File: config.mk
export PLATFORM = sky130hd
export DESIGN_NAME = insn_compress_classifier
export DESIGN_NICKNAME = d
export VERILOG_FILES = /design/src/rtl/cc_pkg.sv /design/src/rtl/cc_reg_sets.sv /design/src/rtl/cc_rules.sv /design/src/rtl/cc_out_stage.sv /design/src/rtl/insn_compress_classifier.sv
export SDC_FILE = /design/constraint.sdc
export NUM_CORES = 1
export LEC_CHECK = 0
export CAP_MARGIN = 10
export CORE_MARGIN = 4
export CORE_UTILIZATION = 46
export DETAILED_ROUTE_END_ITERATION = 16
export DONT_BUFFER_PORTS = 1
export PLACE_DENSITY = 0.74
export RECOVER_POWER = 100
export SLEW_MARGIN = 20
export SYNTH_ARGS = -nofsm -noshare
export SYNTH_HDL_FRONTEND = slang
export SYNTH_SLANG_ARGS = --single-unit
File: constraint.sdc
create_clock -name clk -period 1.4 [get_ports clk]
set_input_delay 0.07 -clock clk [delete_from_list [all_inputs] [get_ports clk]]
set_output_delay 0.07 -clock clk [all_outputs]
set_load 0.01 [all_outputs]
File: src/rtl/cc_pkg.sv
package cc_pkg;

  typedef enum logic [1:0] {
    KIND_FULL = 2'd0,
    KIND_C16  = 2'd1,
    KIND_I16  = 2'd2,
    KIND_TEN  = 2'd3
  } kind_e;

  typedef enum logic [3:0] {
    OC_OTHER = 4'd0,
    OC_NOPC  = 4'd1,
    OC_ADD   = 4'd2,
    OC_SUBF  = 4'd3,
    OC_CMP   = 4'd4,
    OC_AND   = 4'd5,
    OC_NAND  = 4'd6,
    OC_OR    = 4'd7,
    OC_NOR   = 4'd8,
    OC_XOR   = 4'd9,
    OC_EQV   = 4'd10,
    OC_STX   = 4'd11,
    OC_STO   = 4'd12,
    OC_LDX   = 4'd13,
    OC_LDO   = 4'd14,
    OC_FCVT  = 4'd15
  } opc_e;

  typedef struct packed {
    logic in3;
    logic in2;
    logic zero;
  } regq_t;

  function automatic kind_e pick_kind(input logic ok, input logic ten);
    if (!ok)
      return KIND_FULL;
    return ten ? KIND_TEN : KIND_C16;
  endfunction

endpackage

File: src/rtl/cc_reg_sets.sv
module cc_reg_sets
  import cc_pkg::*;
#(
  parameter int REG_W = 5
) (
  input  logic [2:0][REG_W-1:0] regs,
  output regq_t [2:0]           q
);
  localparam logic [REG_W-1:0] TOP_REG = '1;
  localparam logic [REG_W-1:0] LIM3    = REG_W'(8);
  localparam logic [REG_W-1:0] LO2     = REG_W'(2);
  localparam logic [REG_W-1:0] HI2     = REG_W'(5);

  for (genvar i = 0; i < 3; i++) begin : g_op
    assign q[i].zero = (regs[i] == '0);
    assign q[i].in3  = (regs[i] < LIM3) || (regs[i] == TOP_REG);
    assign q[i].in2  = (regs[i] >= LO2) && (regs[i] <= HI2);
  end

endmodule

File: src/rtl/cc_rules.sv
module cc_rules
  import cc_pkg::*;
#(
  parameter int REG_W     = 5,
  parameter int IMM_LEN_W = 7,
  parameter int CRF_W     = 3
) (
  input  logic [3:0]           opc,
  input  logic [REG_W-1:0]     rd,
  input  logic [REG_W-1:0]     rs1,
  input  logic [REG_W-1:0]     rs2,
  input  logic [2:0]           fp,
  input  regq_t [2:0]          q,
  input  logic [IMM_LEN_W-1:0] imm_len,
  input  logic [CRF_W-1:0]     crf,
  input  logic                 wide,
  output kind_e                kind
);
  logic  gpr_all, all3, eq_d1, eq_d2, off_zero, offset_form;
  regq_t addr_b;
  logic  addr_b_gpr, eq_db;
  logic  ok, ten;

  assign gpr_all  = !fp[0] && !fp[1] && !fp[2];
  assign all3     = q[0].in3 && q[1].in3 && q[2].in3;
  assign eq_d1    = (rd == rs1);
  assign eq_d2    = (rd == rs2);
  assign off_zero = (imm_len == '0);

  // offset forms use an implicit register 0 as second address
  assign offset_form = (opc == OC_STO) || (opc == OC_LDO);
  assign addr_b      = offset_form ? regq_t'{in3: 1'b1, in2: 1'b0, zero: 1'b1} : q[2];
  assign addr_b_gpr  = offset_form ? 1'b1 : !fp[2];
  assign eq_db       = offset_form ? (rd == '0) : eq_d2;

  always_comb begin
    ok  = 1'b0;
    ten = 1'b0;
    unique case (opc_e'(opc))
      OC_NOPC: begin
        ok  = q[0].zero && q[1].zero && !fp[0] && !fp[1] && off_zero;
        ten = 1'b1;
      end
      OC_ADD: begin
        ten = eq_d1 || eq_d2;
        ok  = gpr_all && all3 && (ten || !(q[1].zero && q[2].zero));
      end
      OC_SUBF: begin
        ok  = gpr_all && all3;
        ten = eq_d1;
      end
      OC_CMP: begin
        ok  = !fp[1] && !fp[2] && q[1].in3 && q[2].in3;
        ten = (crf == '0) && wide;
      end
      OC_AND, OC_NAND, OC_OR: begin
        ok  = gpr_all && all3 && !q[1].zero;
        ten = eq_d2;
      end
      OC_NOR, OC_XOR, OC_EQV: begin
        ok  = gpr_all && all3 && !q[1].zero;
        ten = 1'b0;
      end
      OC_STX, OC_STO: begin
        ten = (q[1].in2 && addr_b.zero) || (q[1].zero && addr_b.in2);
        ok  = !fp[1] && addr_b_gpr && (!offset_form || off_zero) &&
              (ten || (q[1].in2 && addr_b.in3) || (q[1].in3 && addr_b.in2));
      end
      OC_LDX, OC_LDO: begin
        ok  = !fp[1] && addr_b_gpr && q[1].in3 && addr_b.in3 &&
              (!offset_form || off_zero);
        ten = eq_d1 || eq_db;
      end
      OC_FCVT: begin
        ok  = fp[0] && fp[1] && q[0].in2 && q[1].in2;
        ten = 1'b0;
      end
      default: begin
        ok  = 1'b0;
        ten = 1'b0;
      end
    endcase
    kind = pick_kind(ok, ten);
  end

endmodule

File: src/rtl/cc_out_stage.sv
module cc_out_stage #(
  parameter int W = 2
) (
  input  logic         clk,
  input  logic         rst_n,
  input  logic         in_valid,
  output logic         in_ready,
  input  logic [W-1:0] in_data,
  output logic         out_valid,
  input  logic         out_ready,
  output logic [W-1:0] out_data
);
  assign in_ready = !out_valid || out_ready;

  always_ff @(posedge clk or negedge rst_n) begin
    if (!rst_n) begin
      out_valid <= 1'b0;
      out_data  <= '0;
    end else if (in_ready) begin
      out_valid <= in_valid;
      if (in_valid)
        out_data <= in_data;
    end
  end

endmodule

File: src/rtl/insn_compress_classifier.sv
module insn_compress_classifier
  import cc_pkg::*;
#(
  parameter int REG_W     = 5,
  parameter int IMM_LEN_W = 7,
  parameter int CRF_W     = 3
) (
  input  logic                 clk,
  input  logic                 rst_n,
  input  logic                 in_valid,
  output logic                 in_ready,
  input  logic [3:0]           in_opc,
  input  logic [REG_W-1:0]     in_rd,
  input  logic                 in_rd_fp,
  input  logic [REG_W-1:0]     in_rs1,
  input  logic                 in_rs1_fp,
  input  logic [REG_W-1:0]     in_rs2,
  input  logic                 in_rs2_fp,
  input  logic [IMM_LEN_W-1:0] in_imm_len,
  input  logic [CRF_W-1:0]     in_crf,
  input  logic                 in_wide,
  output logic                 out_valid,
  input  logic                 out_ready,
  output logic [1:0]           out_kind
);
  regq_t [2:0] reg_q;
  kind_e       kind_sel;
  logic [1:0]  kind_next;
  logic        accept;

  cc_reg_sets #(.REG_W(REG_W)) u_sets (
    .regs ({in_rs2, in_rs1, in_rd}),
    .q    (reg_q)
  );

  cc_rules #(.REG_W(REG_W), .IMM_LEN_W(IMM_LEN_W), .CRF_W(CRF_W)) u_rules (
    .opc     (in_opc),
    .rd      (in_rd),
    .rs1     (in_rs1),
    .rs2     (in_rs2),
    .fp      ({in_rs2_fp, in_rs1_fp, in_rd_fp}),
    .q       (reg_q),
    .imm_len (in_imm_len),
    .crf     (in_crf),
    .wide    (in_wide),
    .kind    (kind_sel)
  );

  assign kind_next = kind_sel;
  assign accept    = in_valid && in_ready;

  cc_out_stage #(.W(2)) u_out (
    .clk       (clk),
    .rst_n     (rst_n),
    .in_valid  (in_valid),
    .in_ready  (in_ready),
    .in_data   (kind_next),
    .out_valid (out_valid),
    .out_ready (out_ready),
    .out_data  (out_kind)
  );

endmodule

### Word level (Yosys, flattened, before mapping)

Cells that the tools add are included.

* bits in registers: 3
* input port bits: 37
* output and inout bits: 4
* logic and storage cells: 99

* magnitude comparators: 9
* equality and inequality tests: 20
* mux-type cells: 7
* reductions and logical operators: 61

Operators by type and width (count)
* 4-bit equality test, second input constant: 8
* 1-bit logical AND: 32
* 4-bit by 3-bit equality test with 1-bit output, second input constant: 4
* 5-bit equality test, second input constant: 3
* 5-bit by 2-bit >= comparator with 1-bit output, second input constant: 3
* 5-bit by 3-bit less-or-equal comparator with 1-bit output, second input constant: 3
* 5-bit zero test: 3
* 5-bit by 4-bit less-than comparator with 1-bit output, second input constant: 3
* 1-bit logical OR: 12
* 5-bit equality test: 2
* 4-bit by 2-bit equality test with 1-bit output, second input constant: 2
* 1-bit case mux with 8 select lines: 1
* 1-bit zero test: 7
* 7-bit zero test: 1
* 1-bit case mux with 7 select lines: 1
* 6-bit OR reduction: 1
* 4-bit by 1-bit equality test with 1-bit output, second input constant: 1
* 2-bit 2-to-1 mux: 2
* 2-bit OR reduction: 2
* 3-bit zero test: 1
* 3-bit 2-to-1 mux: 1
* 3-bit OR reduction: 1
* 1-bit 2-to-1 mux: 2
* 2-bit AND reduction: 1

### Depth between registers and ports, before layout

* word-level depth: 10
* gate-level depth with buffers: 7
* mapped depth without buffers: 6

### By module

A second synthesis with hierarchy kept.

* cell total of the unflattened synthesis: 106
* area total of the unflattened synthesis: 775.7 sq um

By module, submodules not included
* cc_rules: instances 1, cells each 77, area an instance 523.0 sq um, seq. area each 0.0 sq um
* cc_out_stage: instances 1, cells each 8, area an instance 132.6 sq um, seq. area each 75.1 sq um
* cc_reg_sets: instances 1, cells each 21, area an instance 120.1 sq um, seq. area each 0.0 sq um

### Least setup slack after synthesis

No wires, ideal clock.

* path kind: register -> register
* start point: reg u_out.out_valid
* end point: reg u_out.out_data[1]
* setup time: 73 ps
* arrival: 1604 ps
* required time: 1327 ps
* setup slack: -277 ps
* cell stages (with the launch flop): 6
* buffers on the path: 0
* period minus slack after synthesis: 1677 ps
* cell sequence: dfrtp_1 nand2b_1 nand3b_1 or4_1 o311a_2 a2bb2oi_2

* word-level cells in the longest chain between the ends: 3

Ends and longest elaborated chain
* from (decl): line cc_out_stage.sv:9 `output logic out_valid,`
* from (signal assigned): line cc_out_stage.sv:20 `out_valid <= in_valid;`
* 1-bit zero test: line cc_out_stage.sv:13 `assign in_ready = !out_valid || out_ready;`
* 1-bit logical OR: line cc_out_stage.sv:13
* net in_ready: line insn_compress_classifier.sv:11 `output logic in_ready,`
* 2-bit AND reduction (no line)
* to (signal assigned): line cc_out_stage.sv:22 `out_data <= in_data;`
* to (decl): line cc_out_stage.sv:11 `output logic [W-1:0] out_data`

The timed path passes the listed nets, and every way through them passes these cells.
A chain may end at the register's enable or synchronous reset.

### Worst setup path in the final report

* start point: reg u_out.out_valid
* end point: reg u_out.out_data[1]

* word-level cells in the longest chain between the ends: 3

Ends and longest elaborated chain (line)
* 1-bit zero test: cc_out_stage.sv:13
* 1-bit logical OR: cc_out_stage.sv:13
* 2-bit AND reduction (no line)

Every way passes these cells.

==> impl_metrics.tcl <==
set metrics [dict create \
    outcome "complete, but fails checks" \
    violations "setup timing" \
    grtUsageTotal_pct 21.4 \
    post_dp_cell_area_um2 892 \
    dieArea_mm2 0.00242 \
    die_x_um 49.2 \
    r2r_cells 6 \
    slew_headroom_pct 76.1 \
    numCtsBuffers 3 \
    ioPinCount 41 \
    cts_tree "done" \
    crit_slowest_cell "or4_4" \
    drt_iter0_drc 69 \
    crit_fanout 2 \
    ys_types 43 \
    leakage_nw 0.334 \
    worstSetupEndpointType "flop" \
    stdcell_area_um2 957 \
    max_freq_ghz 0.631 \
    rows 14 \
    antenna_cells 0 \
    arrival_ps 1770 \
    rsz0062_at_grt "true" \
    ant_nets 0 \
    nets 164 \
    syn_nets 148 \
    min_period_ps 1580 \
    grt_max_degree 16 \
    multi_input_area_um2 707 \
    cts.sinks 3 \
    layout_commonest_cell "buf_4" \
    layout_common_cells "buf_4, nor2_1, xnor2_1" \
    yosysTopAreaCell "dfrtp_1" \
    drv_slew 0 \
    wl_um 2500 \
    whs_ps 73.1 \
    ys_seq_area_share_pct 9.60 \
    tightestPinTransition_ps 355 \
    ys_top_cells_by_area "dfrtp_1, xnor2_1, xor2_1" \
    ys_ff_latch 3 \
    critPathLaunchType "flop" \
    io_buffers 0 \
    htreeDepth 1 \
    crit_chain "nand2b_4 -> nand3b_1 -> or4_4 -> o22a_1 -> o311a_4 -> a2bb2oi_2" \
    clkSlewWorstSetupHoldPaths_ps 50 \
    finalSetupTns_ps -315 \
    syn_inst 111 \
    finalHoldViolCount 0 \
    cts_root_buf "clkbuf_4" \
    setup_violations 2 \
    overflow 0 \
    synth_area_um2 782 \
    min_path_type "in -> async" \
    die_y_um 49.2 \
    startpoint "u_out.out_valid$_DFFE_PN0N_" \
    drive_above_1_share_pct 19.0 \
    r2r-start "u_out.out_valid$_DFFE_PN0N_" \
    wl_per_cell_um 17.6 \
    grt_antenna_before_repair 0 \
    drv_cap 0 \
    place.gp.congestion 0.954 \
    hpwl_um 1920 \
    drc_errors 0 \
    r2r_end "u_out.out_data[1]$_DFFE_PN0P_" \
    setup_slack_ps -185 \
    max_stage_delay_ps 450 \
    routed_via_density 7.10 \
    fill_cells 145 \
    required_ps 1580 \
    timing_worst_setup_path_type "reg -> reg" \
    post_cts_buffers 0 \
    clk_latency_ps 250 \
    vias 1008 \
    synth.avg_cell_area_um2 7.05 \
    peakVddDrop_uv 386 \
    grt_pass1_wl_um 4170 \
    syn2layout_area_growth_pct 22.4 \
    grt_pass1_vias 979 \
    fin_crit_sh_pct 113 \
    place_ws_ps -268 \
    skew_ps 12.4 \
    start_util_pct 50.2 \
    firstDrtPassIters 4 \
    clk_path_buf_depth 2 \
    yosysWarnings 0 \
    power_density_mw_per_mm2 442 \
    ff_latch_area_um2 75.1 \
    core_area_mm2 0.00156 \
    synth_top_area_share_pct 9.60 \
    r2r_slack_ps -180 \
]
==> critical path, delay by kind of cell (launching register included) <==
| kind | cells | cell delay, ps |
|---|---|---|
| compound gates | 3 | 490 |
| flops | 1 | 400 |
| simple gates | 3 | 620 |
==> synthesized netlist by cell type, drive strengths merged <==
| cell | n |
|---|---|
| clkbuf | 4 |
| a222oi | 1 |
| o22a | 1 |
| o22ai | 2 |
| nand4b | 1 |
| and3b | 1 |
| nand3b | 2 |
| nor2b | 2 |
| nor2 | 9 |
| nand2b | 5 |
| a311o | 1 |
| nand4 | 4 |
| o221ai | 1 |
| xor2 | 6 |
| inv | 3 |
| and2 | 1 |
| a22oi | 1 |
| nor3 | 5 |
| a21oi | 6 |
| o32a | 1 |
| a31oi | 2 |
| or4 | 6 |
| a2bb2oi | 1 |
| o32ai | 1 |
| or2 | 3 |
| nor4 | 4 |
| a311oi | 1 |
| o2bb2a | 1 |
| and3 | 3 |
| nor3b | 2 |
| o31ai | 1 |
| dfrtp | 3 |
| o2111ai | 1 |
| o311a | 1 |
| nand2 | 6 |
| xnor2 | 7 |
| o31a | 1 |
| nand3 | 6 |
| a211oi | 3 |
| o211ai | 1 |
==> per-layer routing <==
metal,part of all wire [%],GRT usage [%],vias to the layer above
met4,3.1,9.95,0
met2,43,32.6,89
li1,-,-,468
met3,15,7.95,10
met1,38,26.2,441
met5,0,0,-
==> worst max path at each step <==
stage	end	depth (start not counted)
3_5_place_dp	u_out.out_data[1]$_DFFE_PN0P_	6
2_1_floorplan	u_out.out_data[1]$_DFFE_PN0P_	5
5_1_grt	u_out.out_data[1]$_DFFE_PN0P_	6
4_1_cts	u_out.out_data[1]$_DFFE_PN0P_	6
6_report	u_out.out_data[1]$_DFFE_PN0P_	6
3_3_place_gp	u_out.out_data[1]$_DFFE_PN0P_	6
==> through the flow <==
stage | utilization [%] | instances | total power, mW
6_report | 61.4 | 142 | 0.423
5_1_grt | 61.4 | 142 | 0.456
4_1_cts | 61.4 | 142 | 0.427
3_5_place_dp | 57.2 | 136 | 0.248
3_3_place_gp | 57.2 | 136 | 0.245
2_1_floorplan | - | 111 | 0.215
==> timing repair <==
action | CTS | global route
hold endpoints to repair | 4 | 0
pin swaps | 2 | 0
endpoints found under the setup margin | 2 | 2
hold buffers | 2 | 0
resized for setup | 3 | 0
==> flip-flops by register name (all words and copies together) (netlist names) <==
register and count:
u_out.out_data 2, u_out.out_valid 1
==> power breakdown <==
group          internal [mW]  switching, mW  total [mW]
Sequential            0.0896        0.00250      0.0921
Combinational         0.0935         0.0736       0.167
Clock                  0.108         0.0561       0.164
Total                  0.291          0.132       0.423
==> area by class of cell <==
type | instances | share of cell area [%]
clock buffer | 4 | 2.75
tap | 16 | 2.09
sequential | 3 | 7.84
inverter | 3 | 1.18
timing repair buffer | 15 | 12.3
multi-input combinational | 101 | 73.9
==> cells by family after synthesis <==
group                  share of synthesized area, %
XOR/XNOR                                       14.6
buffers and inverters                          3.36
AND/OR/NAND/NOR                                44.3
flip-flops                                     9.60
AO/OA/AOI/OAI                                  28.2
No activity file was read; power rests on OpenSTA's default activity.
